<file path="src/rtl/seqcmd_detect.sv">
module seqcmd_detect #(
  parameter int ADDR_W = 17
) (
  input  logic              clk,
  input  logic              rst_n,
  input  logic              acc_evt,
  input  logic              we_n,
  input  logic              oe_n,
  input  logic [ADDR_W-1:0] addr,
  input  logic              seq_busy,
  input  logic              pwr_low,
  output logic              cmd_save,
  output logic              cmd_restore,
  output logic              cmd_inhibit,
  output logic              cmd_uninhibit
);

  localparam int KEY_W   = 16;
  localparam int PREFIX  = 5;
  localparam int STEP_W  = $clog2(PREFIX + 1);

  localparam logic [KEY_W-1:0] OP_SAVE   = 16'h8FC0;
  localparam logic [KEY_W-1:0] OP_REST   = 16'h4C63;
  localparam logic [KEY_W-1:0] OP_INH    = 16'h8B45;
  localparam logic [KEY_W-1:0] OP_UNINH  = 16'h4B46;

  function automatic logic [KEY_W-1:0] key_at(input logic [STEP_W-1:0] idx);
    case (idx)
      3'd0:    key_at = 16'h4E38;
      3'd1:    key_at = 16'hB1C7;
      3'd2:    key_at = 16'h83E0;
      3'd3:    key_at = 16'h7C1F;
      default: key_at = 16'h703F;
    endcase
  endfunction

  logic [STEP_W-1:0] step, step_nxt;
  logic [KEY_W-1:0]  a16;
  logic              blocked, is_write, is_read, at_op;
  logic              hit_key, hit_first;
  logic [3:0]        cmd_nxt;

  assign a16       = addr[KEY_W-1:0];
  assign blocked   = seq_busy | pwr_low;
  assign is_write  = acc_evt & ~we_n;
  assign is_read   = acc_evt & we_n & ~oe_n;
  assign at_op     = (step == STEP_W'(PREFIX));
  assign hit_key   = (a16 == key_at(step));
  assign hit_first = (a16 == key_at('0));

  always_comb begin
    step_nxt = step;
    cmd_nxt  = '0;
    if (blocked || is_write) begin
      step_nxt = '0;
    end else if (is_read) begin
      if (at_op) begin
        cmd_nxt  = {a16 == OP_UNINH, a16 == OP_INH, a16 == OP_REST, a16 == OP_SAVE};
        step_nxt = (cmd_nxt == '0 && hit_first) ? STEP_W'(1) : '0;
      end else if (hit_key) begin
        step_nxt = step + STEP_W'(1);
      end else begin
        step_nxt = hit_first ? STEP_W'(1) : '0;
      end
    end
  end

  always_ff @(posedge clk) begin
    if (!rst_n) begin
      step <= '0;
      {cmd_uninhibit, cmd_inhibit, cmd_restore, cmd_save} <= '0;
    end else begin
      step <= step_nxt;
      {cmd_uninhibit, cmd_inhibit, cmd_restore, cmd_save} <= cmd_nxt;
    end
  end

endmodule

</file>
<file path="config.mk">
export PLATFORM = sky130hd
export DESIGN_NAME = seqcmd_detect
export DESIGN_NICKNAME = d
export VERILOG_FILES = /design/src/rtl/seqcmd_detect.sv
export SDC_FILE = /design/constraint.sdc
export NUM_CORES = 1
export LEC_CHECK = 0
export BUFFER_PORTS_ARGS = -buffer_cell sky130_fd_sc_hd__buf_2
export CAP_MARGIN = 40
export CORE_MARGIN = 1
export CORE_UTILIZATION = 46
export CTS_CLUSTER_SIZE = 8
export DETAILED_ROUTE_END_ITERATION = 7
export GPL_TIMING_DRIVEN = 1
export PLACE_DENSITY_LB_ADDON = 0.1
export SLEW_MARGIN = 40
export SYNTH_ARGS = -nofsm -noshare
export SYNTH_HDL_FRONTEND = slang
export SYNTH_SLANG_ARGS = --single-unit
</file>
<file path="constraint.sdc">
create_clock -name clk -period 2.4 [get_ports clk]
set_input_delay 0.48 -clock clk [delete_from_list [all_inputs] [get_ports clk]]
set_output_delay 0.48 -clock clk [all_outputs]
set_load 0.03 [all_outputs]
</file>
== Yosys cells after proc, flatten, opt, wreduce, memory -nomap -nowiden ==
Cells that the tools add are included.
Storage, ports and cells
  bits in registers: 7
  bits of input ports: 24
  output and inout bits: 4
  logic and storage cells: 36
Operators by class
  $add $sub $neg: 1
  equal/unequal tests: 10
  muxes and demuxes: 5
  bitwise gates (word level): 9
  reduce and logical (&&, ||, !) cells: 6
Operators by type and width (number)
  $pmux 16 s4: 1
  $eq 16x15->1 const B: 3
  $eq 16x16->1 const B: 2
  $eq 16x16->1: 1
  $eq 3x2->1 const B: 2
  $mux 3: 2
  $not 1->1: 5
  $logic_not 4->1: 1
  $reduce_or 4->1: 1
  $add 3x1->3 const B: 1
  $and 1x1->1: 3
  $eq 3x1->1 const B: 1
  $eq 3x3->1 const B: 1
  $logic_not 3->1: 1
  $mux 1: 2
  $reduce_or 2->1: 1
  $logic_and 1x1->1: 1
  $logic_or 1x1->1: 1
  $or 1x1->1: 1

== Logic depth before layout (Yosys ltp) ==
Gate-level depths: netlist of the first run.
  depth in word-level cells: 5
  mapped depth: 8
  gate-level depth less buffers: 7

== Worst setup path after synthesis of the first run ==
No wires, ideal clock.
  kind: flip-flop to flip-flop
  start point: register step[0]
  end point: register step[0]
  arrival time: 1.816 ns
  required time: 2.279 ns
  setup slack: 0.463 ns
  stages on the path, launching flop included: 8
  path buffers: 0
  clock period less this slack: 1.937 ns
  path through: dfxtp_1 -> ha_1 -> ha_1 -> nor4bb_1 -> a21oi_1 -> o32ai_1 -> and4_4 -> mux2_4
On the way
  word-level cells in the longest chain between the ends: 5
  elaborated cells on any way between the ends: 10
  those cells by class: add/sub (1); eq/ne (5); mux (3); reduce/logical (1)
RTL lines
  from (decl): RTL line 37  | logic [STEP_W-1:0] step, step_nxt;
  from (signal assigned): RTL line 73  | step <= step_nxt;
  $eq 3x2->1, or another cell as far along: RTL line 28  | case (idx)
  $pmux 16 s4: RTL line 28
  $eq 16x16->1: RTL line 48  | assign hit_key = (a16 == key_at(step));
  $mux 3: RTL line 60  | end else if (hit_key) begin
  $mux 3 (*): RTL line 57  | if (at_op) begin
Mark *: on every way between the ends. The rest lies on a longest branch, timed or not.
A chain may end at the register's enable or synchronous reset.

== Final worst setup path of the first run ==
Same ends and word-level chain as after synthesis.

==> results of run 1 <==
kinds of logic after synthesis:
| group | after synthesis |
|---|---|
| simple gates | 42 |
| compound gates | 16 |
| flops | 7 |
| buf+inv | 5 |
| fa+ha+maj | 5 |
| xor+xnor | 2 |
| mux | 2 |
flip-flops by register name (all words and copies together), names as in the netlist:
register and cells:
cmd_restore 1, cmd_uninhibit 1, cmd_inhibit 1, cmd_save 1, step 3
metrics by stage:
stage | setup WS (ns) | area [um2] | util [%]
global route | 0.0960 | 826 | 62.7
floorplan | 0.463 | 654 | -
detailed placement | 0.287 | 800 | 60.7
finish | 0.287 | 826 | 62.7
CTS | 0.278 | 826 | 62.7
global placement | 0.331 | 800 | 60.7
layer usage:
| metal | global-route usage (%) | vias to the layer above |
|---|---|---|
| met2 | 32.4 | 26 |
| li1 | - | 368 |
| met1 | 29.0 | 320 |
| met5 | 0 | - |
| met3 | 1.70 | 2 |
| met4 | 7.76 | 0 |
critical path, stage by stage (launching register included):
cell      delay [ns]
dfxtp_1         0.35
ha_1            0.21
ha_1            0.26
nor4bb_1        0.29
a21oi_1         0.06
o32ai_1         0.25
and4_4          0.28
mux2_4          0.29
cells in the mapped netlist (all sizes together):
cell type,n
nand3,1
xnor2,2
o21bai,2
ha,5
nor3b,1
nor2,9
nor4bb,2
and2,1
and4bb,3
buf,1
o31ai,2
nor3,2
a41oi,1
nand4,4
o32ai,1
or4b,1
and3b,1
nor4,3
dfxtp,7
a32o,1
nand2,7
and4,3
mux2,1
inv,4
a31oi,1
a21boi,1
o21ai,1
a211oi,3
mux2i,1
a22o,1
nor2b,3
a21oi,2
or3,1
path summary, 6_finish.rpt:
| kind | endpoint | from |
|---|---|---|
| worst max-delay path | step[0]$_SDFFE_PP0P_ | step[0]$_SDFFE_PP0P_ |
| worst min-delay path | cmd_restore$_SDFF_PP0_ | addr[9] |
| worst max register to register | step[0]$_SDFFE_PP0P_ | step[0]$_SDFFE_PP0P_ |
| worst min register to register | step[1]$_SDFFE_PP0P_ | step[1]$_SDFFE_PP0P_ |
cell type report:
class                   count  area, um2  share of cell area [%]
multi-input cells          67        488                    59.1
repair buffers             27        138                    16.7
flip-flops and latches      7        140                    17.0
inverters                   4       15.0                    1.82
clock buffers               4       26.3                    3.18
well taps                  15       18.8                    2.27
report_power, final:
part / total [mW] / switching (mW) / leakage [nW] / internal, mW
Sequential: 0.116 / 0.0000000291 / 0.0563 / 0.116
Combinational: 0.0477 / 0.0245 / 0.288 / 0.0232
Clock: 0.103 / 0.0395 / 0.0150 / 0.0632
==> reports/summary.txt, run 1 <==
simple-gate portion of the synthesized area - 40.2%
Initial Util - 49.7%
final setup fails - 0
worst min-delay path category - input pin to register
WL final - 1500 um
Synth area leaders - dfxtp_1, ha_1, and4bb_2
clk_skew - 0.00168 ns
CP endpoint kind - register
global-route wire length before repair - 2220 um
TritonCTS clock tree - done
DR WL met3 - 56 um
Clock Sinks - 7
CTS Hold Buffers Added - 0
Synth top area share - 21.4%
total track usage - 20.8%
min Tclk post-route - 2.11 ns
Worst EP required - 2.53 ns
gpl congestion - 0.828
DR WL/cell - 12.1 um
sequential fraction of the synthesis area - 21.4%
R2R setup slack - 0.29 ns
final hold slack - 0.453 ns
Area Growth Syn to Fin - 26.2%
Total Power - 267 uW
number of synthesized register bits - 7
Final nets - 139
syn avg cell area - 8.28 um2
FP Rows - 13
Netlist cell types - 35
worst setup path category - register to register
highest routed layer - met4
ANT cells - 0
I/O pins - 28
Post-Layout Cell Count - 124
CTS clk-pin slew, worst paths - 0.05 ns
endpoints failing hold - 0
Final Cycle Share - 88.1%
Vias - 716
vias in the first global route - 560
Die Y-Extent - 39.7 um
status - complete, no violations
setup repair bufs after CTS - 0
met2 routed WL - 664 um
Starting DRT DRC Count - 23
fillers - 133
core area - 1320 um2
critical path peak fanout - 6
pin count of the biggest net entering global routing - 9
Worst-Margin Slew - 0.369 ns
max-slew violation count - 0
Synth Area in Adders - 9.56%
highest clock rate - 0.473 GHz
DIE AREA - 1580 um2
reg2reg path depth - 7
PortBufs - 26
CTS H-tree depth - 1
commonest non-fill, non-tap cells in the layout - buf_2, nor2_1, nand2_1, dfxtp_1, ha_1
maxcap violations - 0
clock root buffer - clkbuf_4
mux share of post-synthesis cell area - 3.82%
drc violations - 0
Arrival @ worst endpoint - 2.25 ns
hold depth - 2
Synth Area in Compound Gates - 18.4%
largest family of logic cells by synthesized area - simple AND/OR/NAND/NOR gates
critical path launch point type - register
Syn Inst Count - 79
PostCTS Resize Cnt - 0
RSZ-0062 raised after global routing - false
Setup TNS - 0 ns
die width - 39.7 um
share of cells above drive strength 1 - 34.9%
clk_lat worst skew - 0.24 ns
vias per cell - 5.77
area leader, netlist - dfxtp_1
Slew HR - 75.2%
antenna viol nets, final - 0
HPWL after DPL - 1250 um
yosys synthesis warning count - 0
Post-Syn Area - 654 um2
initial antenna violation count - 0
Synth Area in XOR/XNOR - 2.68%
VDD IR max - 119 uV
Cell Count Post-Placement - 120
most common cell after layout, fill and taps aside - buf_2
Num CTS Buffers - 3
CTS Buffer Depth - 2
LEAKAGE - 0.360 nW
Initial DRT Pass Iterations - 4
met1 wire length - 767 um
post-synth net total - 108
Pwr Density - 323 nW/um2
GRT overflow - 0
(Power assumes the default switching activity.)
==> inputs of run 2 (changes only) <==
--- a/config.mk
+++ b/config.mk
@@ -8,11 +8,11 @@
 export BUFFER_PORTS_ARGS = -buffer_cell sky130_fd_sc_hd__buf_2
 export CAP_MARGIN = 40
 export CORE_MARGIN = 1
-export CORE_UTILIZATION = 46
+export CORE_UTILIZATION = 32
 export CTS_CLUSTER_SIZE = 8
 export DETAILED_ROUTE_END_ITERATION = 7
-export GPL_TIMING_DRIVEN = 1
-export PLACE_DENSITY_LB_ADDON = 0.1
+export GPL_TIMING_DRIVEN = 0
+export PLACE_DENSITY = 0.68
 export SLEW_MARGIN = 40
 export SYNTH_ARGS = -nofsm -noshare
 export SYNTH_HDL_FRONTEND = slang
==> reports/summary.txt, run 2 (synthesis results as in run 1) <==
status - complete, no violations
CTS Buffer Depth - 2 (unchanged)
final setup fails - 0 (unchanged)
Starting DRT DRC Count - 27 (+17%)
worst setup path category - register to register
share of cells above drive strength 1 - 34.9% (unchanged)
Die Y-Extent - 47.2 um (+19%)
initial antenna violation count - 0 (unchanged)
TritonCTS clock tree - done
clock root buffer - clkbuf_4
global-route wire length before repair - 2740 um (+23%)
FP Rows - 15 (+2)
I/O pins - 28 (unchanged)
vias in the first global route - 621 (+11%)
CTS clk-pin slew, worst paths - 0.05 ns (about the same)
DIE AREA - 2230 um2 (+41%)
max-slew violation count - 0 (unchanged)
gpl congestion - 0.881 (+6.4%)
most flop-heavy register - step
Initial DRT Pass Iterations - 7 (+3)
clk_skew - 0.00105 ns (-0.000633 ns)
highest clock rate - 0.462 GHz (-2.4%)
critical path launch point type - register
antenna viol nets, final - 0 (unchanged)
CTS H-tree depth - 1 (unchanged)
vias per cell - 5.43 (-6.0%)
pre-CTS setup slack - 0.253 ns (-0.0344 ns)
setup repair bufs after CTS - 0 (unchanged)
total track usage - 17.6% (-3.2 points)
Setup TNS - 0 ns (unchanged)
R2R setup slack - 0.23 ns (-0.05 ns)
Final Cycle Share - 90.2% (+2.2 points)
PostCTS Resize Cnt - 0 (unchanged)
Area Growth Syn to Fin - 28.7%
core area - 1820 um2 (+38%)
PortBufs - 26 (unchanged)
WL final - 1660 um (+11%)
RSZ-0062 raised after global routing - false
Initial Util - 35.9% (-14 points)
Final nets - 139 (unchanged)
Vias - 727 (+1.5%)
Num CTS Buffers - 3 (unchanged)
most common cell after layout, fill and taps aside - buf_2
commonest non-fill, non-tap cells in the layout - buf_2, nor2_1, nand2_1, dfxtp_1, ha_1
min Tclk post-route - 2.17 ns (+0.0519 ns)
Pwr Density - 318 nW/um2 (-1.5%)
Total Power - 268 uW (+0.43%)
Clock Sinks - 7 (unchanged)
ANT cells - 0 (unchanged)
final critical-path setup slack - 0.235 ns (-0.0519 ns)
final hold slack - 0.465 ns (+0.0120 ns)
CP endpoint kind - register
LEAKAGE - 0.360 nW (+0.19%)
max reg flops - 3 (unchanged)
die width - 47.2 um (+19%)
GRT overflow - 0 (unchanged)
DR WL/cell - 12.4 um (+2.3%)
Worst-Margin Slew - 0.387 ns (+0.0181 ns)
pin count of the biggest net entering global routing - 10 (+1)
endpoints failing hold - 0 (unchanged)
Worst EP required - 2.53 ns (about the same)
critical path peak fanout - 6 (unchanged)
HPWL after DPL - 1340 um (+7.9%)
Arrival @ worst endpoint - 2.30 ns (+0.05 ns)
CTS Hold Buffers Added - 0 (unchanged)
clk_lat worst skew - 0.24 ns (about the same)
drc violations - 0 (unchanged)
worst min-delay path category - input pin to register
VDD IR max - 172 uV (+45%)
Slew HR - 74.0% (-1.2 points)
maxcap violations - 0 (unchanged)
[run 2: worst paths after layout]
check,from,endpoint,cells past startpoint
max,step[0]$_SDFFE_PP0P_,step[0]$_SDFFE_PP0P_,7
min,addr[9],cmd_restore$_SDFF_PP0_,2
max reg2reg,step[0]$_SDFFE_PP0P_,step[0]$_SDFFE_PP0P_,7
min reg2reg,step[1]$_SDFFE_PP0P_,step[1]$_SDFFE_PP0P_,1
[run 2: layout make-up]
type	instances	area [um2]
buffer	1	11.3
tap	25	31.3
inverter	4	15.0
clock buffer	4	26.3
timing repair buffer	26	130
sequential	7	140
fill	187	978
multi-input combinational	67	488
[run 2: worst max-delay path: stages, from the launching register on]
cell      delay [ns]
dfxtp_1         0.35
ha_1            0.21
ha_1            0.26
nor3_1          0.31
a31oi_1         0.07
a211oi_1        0.27
and4_4          0.28
mux2_4          0.29
[run 2: stage by stage]
stage	cells	cell area, um2	utilization [%]
floorplan	79	654	-
global placement	130	816	44.8
detailed placement	130	816	44.8
CTS	134	842	46.3
global route	134	842	46.3
finish	134	842	46.3
[run 2: routing by layer]
| layer | vias up | track usage (%) | routed length, um |
|---|---|---|---|
| li1 | 365 | - | - |
| met1 | 329 | 25.0 | 785 |
| met2 | 31 | 25.8 | 727 |
| met3 | 2 | 1.15 | 116 |
| met4 | 0 | 10.3 | 27 |
| met5 | - | 0 | 0 |
[run 2: report_power, final]
group | internal, mW | switching, mW | total (mW)
combinational | 0.0232 | 0.0258 | 0.0490
sequential | 0.116 | 0.0000000309 | 0.116
clock | 0.0632 | 0.0394 | 0.103
